`config.mk`:
```
export PLATFORM = sky130hd
export DESIGN_NAME = sar_conv_ctrl
export DESIGN_NICKNAME = d
export VERILOG_FILES = /design/src/rtl/sar_pkg.sv /design/src/rtl/sar_seq.sv /design/src/rtl/sar_approx.sv /design/src/rtl/sar_regfile.sv /design/src/rtl/sar_conv_ctrl.sv
export SDC_FILE = /design/constraint.sdc
export NUM_CORES = 1
export LEC_CHECK = 0
export ABC_AREA = 1
export BUFFER_PORTS_ARGS = -buffer_cell sky130_fd_sc_hd__buf_2
export CAP_MARGIN = 20
export CORE_ASPECT_RATIO = 0.6
export CORE_MARGIN = 3
export CORE_UTILIZATION = 55
export CTS_BUF_LIST = sky130_fd_sc_hd__clkbuf_8
export CTS_CLUSTER_DIAMETER = 50
export DETAILED_ROUTE_END_ITERATION = 12
export PLACE_DENSITY = 0.69
export SKIP_CTS_REPAIR_TIMING = 1
export SLEW_MARGIN = 20
export SYNTH_ARGS = -nofsm -noshare
export SYNTH_HDL_FRONTEND = slang
export SYNTH_SLANG_ARGS = --single-unit
```
`constraint.sdc`:
```
create_clock -name clk -period 3 [get_ports clk]
set_input_delay 0.3 -clock clk [delete_from_list [all_inputs] [get_ports clk]]
set_output_delay 0.3 -clock clk [all_outputs]
set_load 0.1 [all_outputs]
```
`src/rtl/sar_pkg.sv`:
```
package sar_pkg;
  typedef enum logic [1:0] {
    ST_IDLE  = 2'd0,
    ST_ACQ   = 2'd1,
    ST_TRIAL = 2'd2
  } sar_state_t;
endpackage

```
`src/rtl/sar_seq.sv`:
```
module sar_seq #(
  parameter int ACQ_CYC = 4,
  parameter int HI_BITS = 10,
  parameter int LO_BITS = 8,
  parameter int CH_W    = 3
) (
  input  logic            clk,
  input  logic            rst,
  input  logic            start,
  input  logic            res10,
  input  logic [CH_W-1:0] ch_sel,
  output logic            busy,
  output logic            done,
  output logic            launch,
  output logic            arm,
  output logic            step,
  output logic            fin,
  output logic            res_q,
  output logic [CH_W-1:0] ch_q
);
  import sar_pkg::*;

  localparam int CNT_W    = $clog2(ACQ_CYC + HI_BITS + 1);
  localparam int LAST_HI  = ACQ_CYC + HI_BITS - 1;
  localparam int LAST_LO  = ACQ_CYC + LO_BITS - 1;

  sar_state_t       st;
  logic [CNT_W-1:0] cnt;
  logic [CNT_W-1:0] last_cnt;

  always_comb begin
    last_cnt = res_q ? CNT_W'(LAST_HI) : CNT_W'(LAST_LO);
    launch   = (st == ST_IDLE) && start;
    arm      = (st == ST_ACQ) && (cnt == CNT_W'(ACQ_CYC - 1));
    step     = (st == ST_TRIAL);
    fin      = step && (cnt == last_cnt);
  end

  always_ff @(posedge clk) begin
    if (rst) begin
      st    <= ST_IDLE;
      cnt   <= '0;
      busy  <= 1'b0;
      done  <= 1'b0;
      res_q <= 1'b0;
      ch_q  <= '0;
    end else begin
      done <= 1'b0;
      case (st)
        ST_IDLE: if (start) begin
          st    <= ST_ACQ;
          cnt   <= '0;
          busy  <= 1'b1;
          res_q <= res10;
          ch_q  <= ch_sel;
        end
        ST_ACQ: begin
          cnt <= cnt + 1'b1;
          if (arm) st <= ST_TRIAL;
        end
        ST_TRIAL: begin
          cnt <= cnt + 1'b1;
          if (fin) begin
            st   <= ST_IDLE;
            busy <= 1'b0;
            done <= 1'b1;
          end
        end
        default: st <= ST_IDLE;
      endcase
    end
  end


  done_pulse_chk: assert property (@(posedge clk) disable iff (rst) done |=> !done);

  done_excl_chk: assert property (@(posedge clk) disable iff (rst) !(busy && done));

  busy_rise_chk: assert property (@(posedge clk) disable iff (rst) $rose(busy) |-> $past(start));

  start_ignored_chk: assert property (@(posedge clk) disable iff (rst)
    (busy && start && !fin) |=> (busy && $stable(ch_q) && $stable(res_q)));
endmodule

```
`src/rtl/sar_approx.sv`:
```
module sar_approx #(
  parameter int HI_BITS = 10,
  parameter int LO_BITS = 8
) (
  input  logic               clk,
  input  logic               rst,
  input  logic               launch,
  input  logic               arm,
  input  logic               step,
  input  logic               fin,
  input  logic               res_q,
  input  logic               cmp_in,
  output logic [HI_BITS-1:0] code,
  output logic [HI_BITS-1:0] result
);
  localparam int GAP = HI_BITS - LO_BITS;
  localparam logic [HI_BITS-1:0] MSB = {1'b1, {(HI_BITS-1){1'b0}}};

  logic [HI_BITS-1:0] mask;

  always_comb result = cmp_in ? code : (code & ~mask);

  always_ff @(posedge clk) begin
    if (rst || launch) begin
      code <= '0;
      mask <= '0;
    end else if (arm) begin
      code <= MSB;
      mask <= MSB;
    end else if (step) begin
      mask <= mask >> 1;
      code <= fin ? result : (result | (mask >> 1));
    end
  end


  trial_onehot_chk: assert property (@(posedge clk) disable iff (rst) step |-> $onehot(mask));

  low_bits_zero_chk: assert property (@(posedge clk) disable iff (rst)
    (step && !res_q) |-> (code[GAP-1:0] == '0));
endmodule

```
`src/rtl/sar_regfile.sv`:
```
module sar_regfile #(
  parameter int NUM_CH  = 8,
  parameter int HI_BITS = 10,
  parameter int LO_BITS = 8,
  parameter int CH_W    = 3
) (
  input  logic               clk,
  input  logic               rst,
  input  logic               wr_en,
  input  logic               wr_res10,
  input  logic [CH_W-1:0]    wr_ch,
  input  logic [HI_BITS-1:0] wr_val,
  input  logic [CH_W-1:0]    rd_ch,
  input  logic               rd_sel,
  output logic [LO_BITS-1:0] rd_data
);
  localparam int GAP = HI_BITS - LO_BITS;

  logic [LO_BITS-1:0] mem0 [NUM_CH];
  logic [LO_BITS-1:0] mem1 [NUM_CH];
  logic [LO_BITS-1:0] w0;

  always_comb begin
    w0 = '0;
    if (wr_res10) w0[GAP-1:0] = wr_val[HI_BITS-1:LO_BITS];
    else          w0 = wr_val[HI_BITS-1:GAP];
  end

  always_ff @(posedge clk) begin
    if (wr_en) mem0[wr_ch] <= w0;
  end

  always_ff @(posedge clk) begin
    if (wr_en && wr_res10) mem1[wr_ch] <= wr_val[LO_BITS-1:0];
  end

  always_ff @(posedge clk) begin
    if (rst) rd_data <= '0;
    else     rd_data <= rd_sel ? mem1[rd_ch] : mem0[rd_ch];
  end


  hi_pad_zero_chk: assert property (@(posedge clk) disable iff (rst)
    (wr_en && wr_res10) |=> (mem0[$past(wr_ch)][LO_BITS-1:GAP] == '0));
endmodule

```
`src/rtl/sar_conv_ctrl.sv`:
```
module sar_conv_ctrl #(
  parameter int NUM_CH  = 8,
  parameter int HI_BITS = 10,
  parameter int LO_BITS = 8,
  parameter int ACQ_CYC = 4,
  parameter int CH_W    = $clog2(NUM_CH)
) (
  input  logic               clk,
  input  logic               rst,
  input  logic               start,
  input  logic               res10,
  input  logic [CH_W-1:0]    ch_sel,
  input  logic               cmp_in,
  input  logic [CH_W-1:0]    rd_ch,
  input  logic               rd_sel,
  output logic [HI_BITS-1:0] trial_code,
  output logic               busy,
  output logic               done,
  output logic [LO_BITS-1:0] rd_data
);
  logic            launch, arm, step, fin, res_q;
  logic [CH_W-1:0] ch_q;
  logic [HI_BITS-1:0] result;

  sar_seq #(.ACQ_CYC(ACQ_CYC), .HI_BITS(HI_BITS), .LO_BITS(LO_BITS), .CH_W(CH_W)) u_seq (
    .clk(clk), .rst(rst), .start(start), .res10(res10), .ch_sel(ch_sel),
    .busy(busy), .done(done), .launch(launch), .arm(arm), .step(step),
    .fin(fin), .res_q(res_q), .ch_q(ch_q)
  );

  sar_approx #(.HI_BITS(HI_BITS), .LO_BITS(LO_BITS)) u_approx (
    .clk(clk), .rst(rst), .launch(launch), .arm(arm), .step(step), .fin(fin),
    .res_q(res_q), .cmp_in(cmp_in), .code(trial_code), .result(result)
  );

  sar_regfile #(.NUM_CH(NUM_CH), .HI_BITS(HI_BITS), .LO_BITS(LO_BITS), .CH_W(CH_W)) u_rf (
    .clk(clk), .rst(rst), .wr_en(fin), .wr_res10(res_q), .wr_ch(ch_q),
    .wr_val(result), .rd_ch(rd_ch), .rd_sel(rd_sel), .rd_data(rd_data)
  );
endmodule

```
# --- After elaboration in Yosys (flattened, before gate mapping) ---
# Memories as Yosys holds them, arrays and structs flattened.
# Cells that the tools add are included.
totals:
  reg_bits: 40
  mem_bits_rw: 128
  inputBits: 12
  output_inout_bits: 20
  elab_cells: 64
  n_memories: 2
op_classes:
  addsub: 1
  eq_ne: 7
  muxes: 23
  bitwise_logic: 4
  reduce_logical: 16
memory_table:
  columns: ["name", "depth", "width", "read_ports", "rd_clocked_by_memory_dff", "wr", "line_no", "rtl"]
  rows:
  - ["u_rf.mem0", 8, 8, 1, 0, 1, "sar_regfile.sv:19", "logic [LO_BITS-1:0] mem0 [NUM_CH];"]
  - ["u_rf.mem1", 8, 8, 1, 0, 1, "sar_regfile.sv:20", "logic [LO_BITS-1:0] mem1 [NUM_CH];"]
ops:
  columns: ["op", "count"]
  rows:
  - ["$mux W10", 6]
  - ["$and A10 B10 Y10", 1]
  - ["$not A10 Y10", 1]
  - ["$or A10 B9 Y10", 1]
  - ["$mux W2", 4]
  - ["$mux W8", 1]
  - ["$pmux W4 S2", 1]
  - ["$mux W1", 6]
  - ["$mux W6", 1]
  - ["$pmux W2 S3", 1]
  - ["$reduce_and A3 Y1", 2]
  - ["$reduce_bool A2 Y1", 3]
  - ["$reduce_or A2 Y1", 3]
  - ["$add A4 B1 Y4 const B", 1]
  - ["$eq A4 B2 Y1 const B", 1]
  - ["$eq A4 B4 Y1", 1]
  - ["$logic_and A1 B1 Y1", 4]
  - ["$mux W4", 1]
  - ["$ne A2 B2 Y1 const B", 2]
  - ["$reduce_and A2 Y1", 2]
  - ["$mux W3", 1]
  - ["$eq A2 B1 Y1 const B", 1]
  - ["$eq A2 B2 Y1 const B", 1]
  - ["$logic_not A2 Y1", 1]
  - ["4 further kinds", 4]

# --- Logic depth before layout (Yosys ltp) ---
# Gate-level depths: netlist of the first run.
logic_depth:
  ltp_word: 7
  depth_mapped: 10
  mapped_depth_nobuf: 9

# --- Cells and area by module ---
# Synthesis of the first run repeated with hierarchy kept, for this count alone.
unflattened:
  hier_cells: 744
  area_unflattened_um2: 7314.5
modules_own_cells:
  columns: ["module", "n_inst", "cells_per_inst", "area_per_inst_um2", "seq_area_each_um2"]
  rows:
  - ["sar_regfile", 1, 552, 5751.8, 4003.8]
  - ["sar_approx", 1, 112, 928.4, 400.4]
  - ["sar_seq", 1, 80, 634.4, 240.2]

# --- Worst setup path before layout of the first run ---
# OpenSTA, ideal clock, no wires.
synth_timing:
  kind: "reg-to-reg"
  start: "register u_approx.code[2]"
  end: "memory u_rf.mem0[0][0] (data pin)"
  setup_ps: 265
  arrival_ps: 1784
  required_time_ps: 2735
  path_slack_ps: 951
  stages_incl_launch_ff: 4
  path_buffers: 0
  synth_period_minus_slack_ps: 2049
  cell_sequence: "dfxtp_1 -> a21boi_0 -> nand2_1 -> o21ai_0"
synth_via:
  elab_chain_cells: 3
synth_rtl:
  columns: ["element", "line_no", "rtl"]
  rows:
  - ["from (decl)", "sar_approx.sv:13", "output logic [HI_BITS-1:0] code,"]
  - ["from (signal assigned)", "sar_approx.sv:32", "code <= fin ? result : (result | (mask >> 1));"]
  - ["$and A10 B10 Y10", "sar_approx.sv:21", "always_comb result = cmp_in ? code : (code & ~mask);"]
  - ["$mux W10 (*)", "sar_approx.sv:21", null]
  - ["via result[2]", "sar_conv_ctrl.sv:23", "logic [HI_BITS-1:0] result;"]
  - ["$mux W2 (*)", "sar_regfile.sv:25", "if (wr_res10) w0[GAP-1:0] = wr_val[HI_BITS-1:LO_BITS];"]
  - ["via u_rf.w0[0]", "sar_regfile.sv:21", "logic [LO_BITS-1:0] w0;"]
  - ["to (decl)", "sar_regfile.sv:19", null]
# The timed path passes the listed nets; every way through them passes the cells marked *.

# --- Final worst setup path of the first run ---
layout_timing:
  start: "register u_seq.res_q"
  end: "memory u_rf.mem1[4][6] (enable)"
layout_via:
  elab_chain_cells: 6
layout_rtl:
  columns: ["element", "line_no", "rtl"]
  rows:
  - ["from (decl)", "sar_seq.sv:18", "output logic res_q,"]
  - ["from (signal assigned)", "sar_seq.sv:54", "res_q <= res10;"]
  - ["$mux W3", "sar_seq.sv:32", "last_cnt = res_q ? CNT_W'(LAST_HI) : CNT_W'(LAST_LO);"]
  - ["$eq A4 B4 Y1", "sar_seq.sv:36", "fin = step && (cnt == last_cnt);"]
  - ["$logic_and A1 B1 Y1", "sar_seq.sv:36", null]
  - ["$logic_and A1 B1 Y1 (*)", "sar_regfile.sv:34", "if (wr_en && wr_res10) mem1[wr_ch] <= wr_val[LO_BITS-1:0];"]
  - ["$mux W1 (*)", "sar_regfile.sv:34", null]
  - ["$mux W1 (implied by the code) (*)", "sar_regfile.sv:34", null]
  - ["to (decl)", "sar_regfile.sv:20", null]
# Every way passes the cells marked *; elsewhere a longest branch is shown, timed or not.

==> results.py, run 1 <==
metrics = {
    "run_status": {
        "status": "finished, final reports clean",
    },
    "worst_setup_path": {
        "arrival_ps": 2620,
        "crit_required_ps": 3080,
        "path_max_fanout": 11,
        "worst-setup-path-type": "flop to flop",
        "cp-end-kind": "flop",
        "worstSetupStartpointType": "flop",
    },
    "synth": {
        "seq_area_frac_synth_pct": 65.9,
        "syn_avg_cell_area_sq_um": 10.2,
        "synth_warnings": 0,
        "synth_cells": 693,
        "yosys-top-cells-area": "edfxtp_1 55%, dfxtp_1 11%, nand2_1 9.5%, nor2_1 4.9%, nand3_1 4.2%",
        "ys_ff_latch": 168,
        "synth_top_cell_area_share_pct": 54.5,
        "syn_area_sq_um": 7050,
        "synth.most_common_cell": "nand2_1",
        "synthArstFlopShare_pct": 0,
        "ys_types": 28,
        "syn_nets": 710,
        "synth_top_area_cell": "edfxtp_1",
        "synth_common_cells": "179 x nand2_1, 128 x edfxtp_1, 92 x nor2_1",
        "synthFlopType": "edfxtp_1",
        "synth-edff-count": 128,
    },
    "floorplan": {
        "rows": 31,
        "initial_core_util_pct": 57.3,
        "die_h_microns": 93.7,
        "die_area_sq_um": 14300,
        "chipWidth_microns": 152,
        "core_area_sq_um": 12300,
        "ioPinCount": 32,
    },
    "global_route": {
        "grt_first_pass_wirelength_microns": 26800,
        "globalRouteTotalUtil_pct": 24.9,
        "grt-ovfl-total": 0,
        "first_global_vias": 4814,
        "grt_max_degree": 83,
        "antenna_found_initial": 0,
    },
    "placement": {
        "gp_congestion": 0.943,
        "dp.cells": 867,
        "place.port_buffers": 31,
        "dp_hpwl_microns": 11600,
    },
    "sta": {
        "finalSetupViolCount": 0,
        "fmax_mhz": 394,
        "period_share_pct": 84.6,
        "fin_skew_ps": 20.4,
        "hold_viol_final": 0,
        "tightest_slew_ps": 829,
        "maxSlewViolCount": 0,
        "rsz0062_at_grt": "no",
        "fin_setup_tns_ps": 0,
        "fin_crit_ps": 2540,
        "slew_headroom_pct": 44.5,
    },
    "routing": {
        "wl_per_cell_microns": 19.1,
        "ant_nets": 0,
        "avgViaCountPerCell": 5.70,
        "first_pass_iters": 5,
        "post-route-drc-count": 0,
        "first_iter_violations": 620,
        "wl_microns": 17200,
        "vias": 5120,
    },
    "cts": {
        "insertion_delay_ps": 460,
        "cts_inserted_buffers": 17,
        "clk_pin_slew_ps": 90,
        "htree_num_levels": 4,
        "cts_tree": "yes",
        "cts_buffer_depth": 2,
        "cts_sinks": 168,
        "cts-root-buf": "clkbuf_8",
    },
    "layout": {
        "fillers": 993,
        "antenna_cells": 0,
        "area_delta_synth_final_pct": 9.33,
        "drive_above_1_share_pct": 11.0,
        "layoutNonFillerInstCount": 899,
        "nets": 738,
    },
    "pwr": {
        "p_leak_nw": 2.99,
        "ir_drop_uv": 328,
        "p_per_area_nw_per_um2": 584,
    },
    "flow_run": {
        "drv_cap": 0,
    },
    "min_path": {
        "hp-class": "input pin to flop",
    },
}
==> metal layers <==
metal	share of wire [%]	GRT usage [%]	vias to the layer above
met5	0	0	-
met4	1.9	7.55	0
met3	9.9	6.12	40
met2	42	36.9	267
met1	46	36.6	2437
li1	-	-	2376
==> layout make-up <==
type                    instances  area [sq um]  share of cell area, %
flip-flops and latches        168          4640                   60.2
multi-input cells             439          2000                   25.9
clock buffers                  18           248                   3.21
repair buffers                 42           248                   3.21
well taps                     165           206                   2.68
inverters                      53           204                   2.65
clock inverters                14           159                   2.06
==> worst paths after layout <==
kind,from,to,slack (ps),cells after the start
max,u_seq.res_q,u_rf.mem1[4][6],460,6
min,ch_sel[0],u_seq.ch_q[0],160,3
max reg2reg,u_seq.res_q,u_rf.mem1[4][6],460,6
min reg2reg,u_approx.code[1],u_approx.code[1],480,2
==> placed cells by master, fill, tap and decap left out <==
cell	instances
nand2_1	179
edfxtp_1	128
nor2_1	92
nand3_1	59
inv_1	53
dfxtp_1	40
o21ai_0	37
a21oi_1	37
buf_2	32
clkbuf_8	18
o211ai_1	13
buf_4	9
ha_1	5
a21boi_0	4
clkinv_4	3
nor3_2	3
bufinv_16	3
inv_2	2
clkinv_1	2
clkinvlp_4	2
inv_6	2
nand3_2	1
nor2_8	1
nand2_4	1
nand2_2	1
nor3_1	1
o21ai_1	1
nand3_4	1
or2_2	1
nand4_1	1
xor2_1	1
buf_12	1
==> report_power, final <==
group          internal, mW  switching [mW]  total (mW)
combinational        0.0776           0.266       0.344
sequential             2.48          0.0170        2.50
clock                 0.838           0.816        1.65
==> metrics by stage <==
stage	util [%]	total power, mW	area (sq um)	setup WS [ps]	hold slack (ps)
final	62.7	4.50	7710	463	162
after CTS	62.7	4.50	7710	522	157
after detailed placement	59.4	2.89	7300	527	466
after floorplan	-	2.81	7050	951	369
after global routing	62.7	4.64	7710	322	199
after global placement	59.3	2.88	7300	639	462
==> cell families after synthesis <==
logic type	share of synthesized area (%)
XOR/XNOR	0.124
buffers and inverters	5.77
flip-flops	65.9
AND/OR/NAND/NOR	20.2
AO/OA/AOI/OAI	7.13
adder cells (fa/ha/maj)	0.887
==> critical path, stage by stage (launching register included) <==
cell     delay [ps]
dfxtp_1         530
nand3_1         160
nand2_1         100
nand2_1         330
nor2_8          250
nand2_1         170
nor2_1          630
==> state kept, by name, summed over array words and instances (netlist names), 2 cells and up <==
register       flops
u_seq.ch_q         3
u_approx.code     10
u_rf.mem1         64
u_rf.mem0         64
u_rf.rd_data       8
u_seq.cnt          4
u_seq.st           2
u_approx.mask     10
Note: power is estimated with default switching activity, not from simulation.
==> inputs of run 2 (changes only) <==
Settings changed: PLACE_DENSITY 0.69 to 0.72.
Clock period 3 ns to 2.3 ns, I/O delays scaled along.
==> run 2 against run 1 <==
Against the previous run: sequential cell count did not move; clock skew fell by 9.9 ps; via count rose by 0.45%; maximum frequency rose by 26%; count of clock-buffer cells in the layout fell by 1; worst hold slack got worse by 78 ps; die area did not move; global-route usage fell by 0.095 points.
==> results.py, run 2 (synthesized netlist as in run 1, its figures left out) <==
metrics = {
    "pwr": {
        "p_sw_mw": 1.58,
        "p_total_mw": 5.75,
        "intPower_mw": 4.17,
        "p_per_area_nw_per_um2": 730,
        "pwr-share-clk_pct": 35.3,
        "p_leak_nw": 3.08,
        "pwr-share-comb_pct": 7.9,
        "seq_power_share_pct": 56.8,
        "ir_drop_uv": 451,
        "swShare_pct": 27.5,
    },
    "sta": {
        "hold_viol_final": 0,
        "finalSetupViolCount": 0,
        "maxSlewViolCount": 0,
        "rsz0062_at_grt": "no",
        "fmax_mhz": 497,
        "slew_headroom_pct": 57.9,
        "fin_skew_ps": 10.5,
        "fin_setup_tns_ps": 0,
        "fin_crit_ps": 2010,
        "period_share_pct": 87.5,
        "tightest_slew_ps": 629,
    },
    "global_route": {
        "globalRouteTotalUtil_pct": 24.8,
        "grt_max_degree": 63,
        "first_global_vias": 4742,
        "grt_first_pass_wirelength_microns": 26700,
        "grt-ovfl-total": 0,
        "antenna_found_initial": 0,
    },
    "layout": {
        "layout_common_cells": "179 x nand2_1, 128 x edfxtp_1, 92 x nor2_1, 59 x nand3_1, 50 x inv_1",
        "fillers": 973,
        "antenna_cells": 0,
        "final_common_cell": "nand2_1",
        "drive_above_1_share_pct": 14.5,
        "area_delta_synth_final_pct": 11.8,
        "reg_top3": "u_rf.mem0: 64 flops, u_rf.mem1: 64 flops",
        "layoutNonFillerInstCount": 923,
        "nets": 762,
        "utilization_pct": 64.1,
    },
    "placement": {
        "gp_congestion": 0.909,
        "dp_hpwl_microns": 11700,
        "place.port_buffers": 31,
        "dp.cells": 891,
    },
    "routing": {
        "avgViaCountPerCell": 5.57,
        "post-route-drc-count": 0,
        "first_pass_iters": 5,
        "vias": 5143,
        "wl_per_cell_microns": 18.5,
        "wl_microns": 17000,
        "first_iter_violations": 560,
        "ant_nets": 0,
    },
    "min_path": {
        "hp-class": "input pin to flop",
        "worstHoldPathCells": 3,
    },
    "worst_setup_path": {
        "worst-setup-path-type": "flop to flop",
        "arrival_ps": 2110,
        "worstSetupStartpointType": "flop",
        "cp-end-kind": "flop",
        "worst_r2r_path_depth": 6,
        "path_max_fanout": 9,
        "crit_required_ps": 2390,
    },
    "cts": {
        "cts-root-buf": "clkbuf_8",
        "cts_inserted_buffers": 17,
        "htree_num_levels": 4,
        "insertion_delay_ps": 460,
        "clk_pin_slew_ps": 100,
        "cts_tree": "yes",
        "cts_buffer_depth": 2,
        "cts_sinks": 168,
    },
    "floorplan": {
        "rows": 31,
        "die_h_microns": 93.7,
        "core_area_sq_um": 12300,
        "ioPinCount": 32,
        "initial_core_util_pct": 57.3,
        "chipWidth_microns": 152,
        "die_area_sq_um": 14300,
    },
    "run_status": {
        "status": "finished, final reports clean",
    },
    "flow_run": {
        "drv_cap": 0,
    },
}
run 2: cell types whose count changed in the layout (fill, tap and decap cells not counted), sizes merged:
cell and change:
inv +6, clkinvlp -2, bufinv -3, buf +24, clkbuf -1
run 2: metrics by stage:
stage	setup slack, ps	area (sq um)	hold WS [ps]
floorplan	251	7050	299
global placement	312	7500	453
detailed placement	332	7500	459
CTS	294	7880	58.8
global route	105	7880	95.0
finish	286	7880	83.8
run 2: layout make-up:
class / count / area [sq um] / share of cell area [%]
sequential: 168 / 4640 / 58.9
multi-input combinational: 439 / 2000 / 25.4
timing repair buffer: 66 / 443 / 5.62
clock buffer: 17 / 234 / 2.97
tap: 165 / 206 / 2.62
inverter: 53 / 204 / 2.59
clock inverter: 15 / 151 / 1.92
run 2: power by group through the flow:
| stage | Clock [mW] | Sequential (mW) | Combinational, mW |
|---|---|---|---|
| 2_1_floorplan | 0 | 3.42 | 0.256 |
| 3_3_place_gp | 0 | 3.33 | 0.439 |
| 3_5_place_dp | 0 | 3.33 | 0.444 |
| 4_1_cts | 2.05 | 3.26 | 0.448 |
| 5_1_grt | 2.19 | 3.27 | 0.493 |
| 6_report | 2.03 | 3.26 | 0.454 |
run 2: path summary, 6_finish.rpt:
| check | startpoint | end | slack [ps] |
|---|---|---|---|
| worst max register to register | u_seq.res_q | u_rf.mem0[0][2] | 290 |
| worst max-delay path | u_seq.res_q | u_rf.mem0[0][2] | 290 |
| worst min-delay path | start | u_seq.busy | 80 |
| worst min register to register | u_seq.busy | u_seq.busy | 480 |
run 2: routing by layer:
layer / vias to the layer above / wire (microns) / global-route usage (%)
li1: 2425 / - / -
met1: 2425 / 7670 / 36.8
met2: 270 / 7380 / 35.9
met3: 23 / 1780 / 6.86
met4: 0 / 202 / 7.33
met5: - / 0 / 0
run 2: worst max-delay path, stage by stage, from the launching register on:
cell,delay (ps)
dfxtp_1,550
nand3_1,130
nand2_1,90
nand2_1,130
nor2_8,150
inv_1,100
nor2_1,500
==> inputs of run 3 (changes only) <==
Settings changed: CORE_ASPECT_RATIO 0.6 to 0.8, SKIP_CTS_REPAIR_TIMING 1 to default.
==> run 3 against run 2 <==
Against the previous run: worst hold slack improved by 7.3 ps; non-clock buffer count fell by 2; largest cell class unchanged; sequential power barely moved; maximum frequency rose by 0.36%; sequential cell count did not move; critical endpoint is now u_rf.mem0[2][6]; clock skew barely moved; die area fell by 0.25%; global-route usage fell by 0.53 points; first-iteration DRC count rose by 16%; cell area fell by 0.49%; critical path depth did not move.
==> results.py, run 3 (synthesized netlist as in run 1, its figures left out) <==
metrics = {
    "routing": {
        "vias": 5080,
        "maxUsedRoutingLayer": "met5",
        "avgViaCountPerCell": 5.48,
        "ant_nets": 0,
        "first_iter_violations": 649,
        "routed-wl-met2_microns": 7650,
        "wl_per_cell_microns": 17.7,
        "post-route-drc-count": 0,
        "wl_microns": 16400,
        "wl_met1_microns": 7110,
        "wl_met3_microns": 1430,
        "first_pass_iters": 5,
    },
    "worst_setup_path": {
        "crit_family": "simple AND/OR/NAND/NOR gates",
        "slowest_stage": "dfxtp_1",
        "worstSetupStartpointType": "flop",
        "cpPeakStageDelay_ps": 530,
        "path_cells": "nand3_1 -> nand2_1 -> nand2_1 -> nor2_8 -> inv_1 -> nor2_1",
        "arrival_ps": 2090,
        "path_max_fanout": 9,
        "worst-setup-path-type": "flop to flop",
        "crit_required_ps": 2380,
        "cpMostUsedCell": "nand2_1",
        "path_buf_inv": 1,
        "cp-end-kind": "flop",
    },
    "global_route": {
        "grt_max_degree": 56,
        "globalRouteTotalUtil_pct": 24.3,
        "first_global_vias": 4894,
        "grt_first_pass_wirelength_microns": 26100,
        "antenna_found_initial": 1,
        "grt-ovfl-total": 0,
    },
    "floorplan": {
        "chipWidth_microns": 133,
        "die_h_microns": 107,
        "core_area_sq_um": 12300,
        "die_area_sq_um": 14200,
        "initial_core_util_pct": 57.1,
        "ioPinCount": 32,
        "rows": 36,
    },
    "sta": {
        "fin_setup_tns_ps": 0,
        "maxSlewViolCount": 0,
        "fin_skew_ps": 10.0,
        "tightest_slew_ps": 781,
        "hold_viol_final": 0,
        "period_share_pct": 87.2,
        "rsz0062_at_grt": "no",
        "whs_ps": 91.1,
        "fmax_mhz": 498,
        "slew_headroom_pct": 47.8,
        "finalSetupViolCount": 0,
        "fin_crit_ps": 2010,
    },
    "cts": {
        "cts_resized": 0,
        "cts_inserted_buffers": 17,
        "cts-root-buf": "clkbuf_8",
        "cts_hold_buffers": 0,
        "cts_setup_buffers": 0,
        "cts_tree": "yes",
        "htree_num_levels": 4,
        "cts_buffer_depth": 2,
        "cts_sinks": 168,
        "clk_pin_slew_ps": 80,
        "insertion_delay_ps": 450,
    },
    "min_path": {
        "hp-class": "input pin to flop",
    },
    "run_status": {
        "status": "finished, final reports clean",
    },
    "layout": {
        "nets": 760,
        "layout_common_cells": "179 x nand2_1, 128 x edfxtp_1, 92 x nor2_1, 59 x nand3_1, 54 x inv_1",
        "drive_above_1_share_pct": 13.6,
        "antenna_cells": 0,
        "area_delta_synth_final_pct": 11.3,
        "reg_top3": "u_rf.mem0: 64 flops, u_rf.mem1: 64 flops",
        "final_common_cell": "nand2_1",
    },
    "pwr": {
        "p_leak_nw": 3.07,
        "ir_drop_uv": 516,
        "p_per_area_nw_per_um2": 730,
    },
    "placement": {
        "dp_hpwl_microns": 11100,
        "place.port_buffers": 31,
        "gp_congestion": 0.872,
    },
    "flow_run": {
        "drv_cap": 0,
    },
}
-- run 3: changes by cell type in the layout (fill, tap and decap cells not counted), sizes merged --
cell / previous run / this run
clkbuf: 17 / 19
inv: 63 / 56
clkinvlp: 0 / 2
buf: 66 / 64
clkinv: 5 / 6
bufinv: 0 / 2
-- run 3: area by class of cell --
class                           instances  area (sq um)
Clock inverter                         13           118
Clock buffer                           19           262
Sequential cell                       168          4640
Timing Repair Buffer                   64           403
Inverter                               53           204
Multi-Input combinational cell        439          2000
Fill cell                            1027          4500
Tap cell                              171           214
-- run 3: worst reg2reg max path, cell delays in order, from the launching register on --
cell and delay (ps):
dfxtp_1 530, nand3_1 130, nand2_1 80, nand2_1 130, nor2_8 150, inv_1 120, nor2_1 510
-- run 3: path summary, 6_finish.rpt --
check | start | to | slack [ps] | depth (start not counted)
max | u_seq.res_q | u_rf.mem0[2][6] | 290 | 6
min | ch_sel[2] | u_seq.ch_q[2] | 90 | 3
max reg2reg | u_seq.res_q | u_rf.mem0[2][6] | 290 | 6
min reg2reg | u_seq.busy | u_seq.busy | 470 | 2
-- run 3: metal layers --
layer,global-route usage [%],up-vias
li1,-,2416
met1,34.5,2398
met2,37.1,241
met3,6.26,23
met4,7.34,2
met5,0,-
-- run 3: stage by stage --
step                      cell area [sq um]  power (mW)  util, %  instances  setup WS [ps]
after floorplan                        7050        3.68        -        693            251
after global placement                 7460        3.75     60.5        895            382
after detailed placement               7460        3.77     60.5        895            339
after CTS                              7840        5.74     63.6        927            280
after global routing                   7840        5.95     63.6        927            141
final                                  7840        5.72     63.6        927            294
-- run 3: where the power goes --
group          leakage (nW)  switching [mW]  internal [mW]
registers              1.38          0.0219           3.24
clock network         0.204            1.02          0.998
logic                  1.49           0.338          0.104
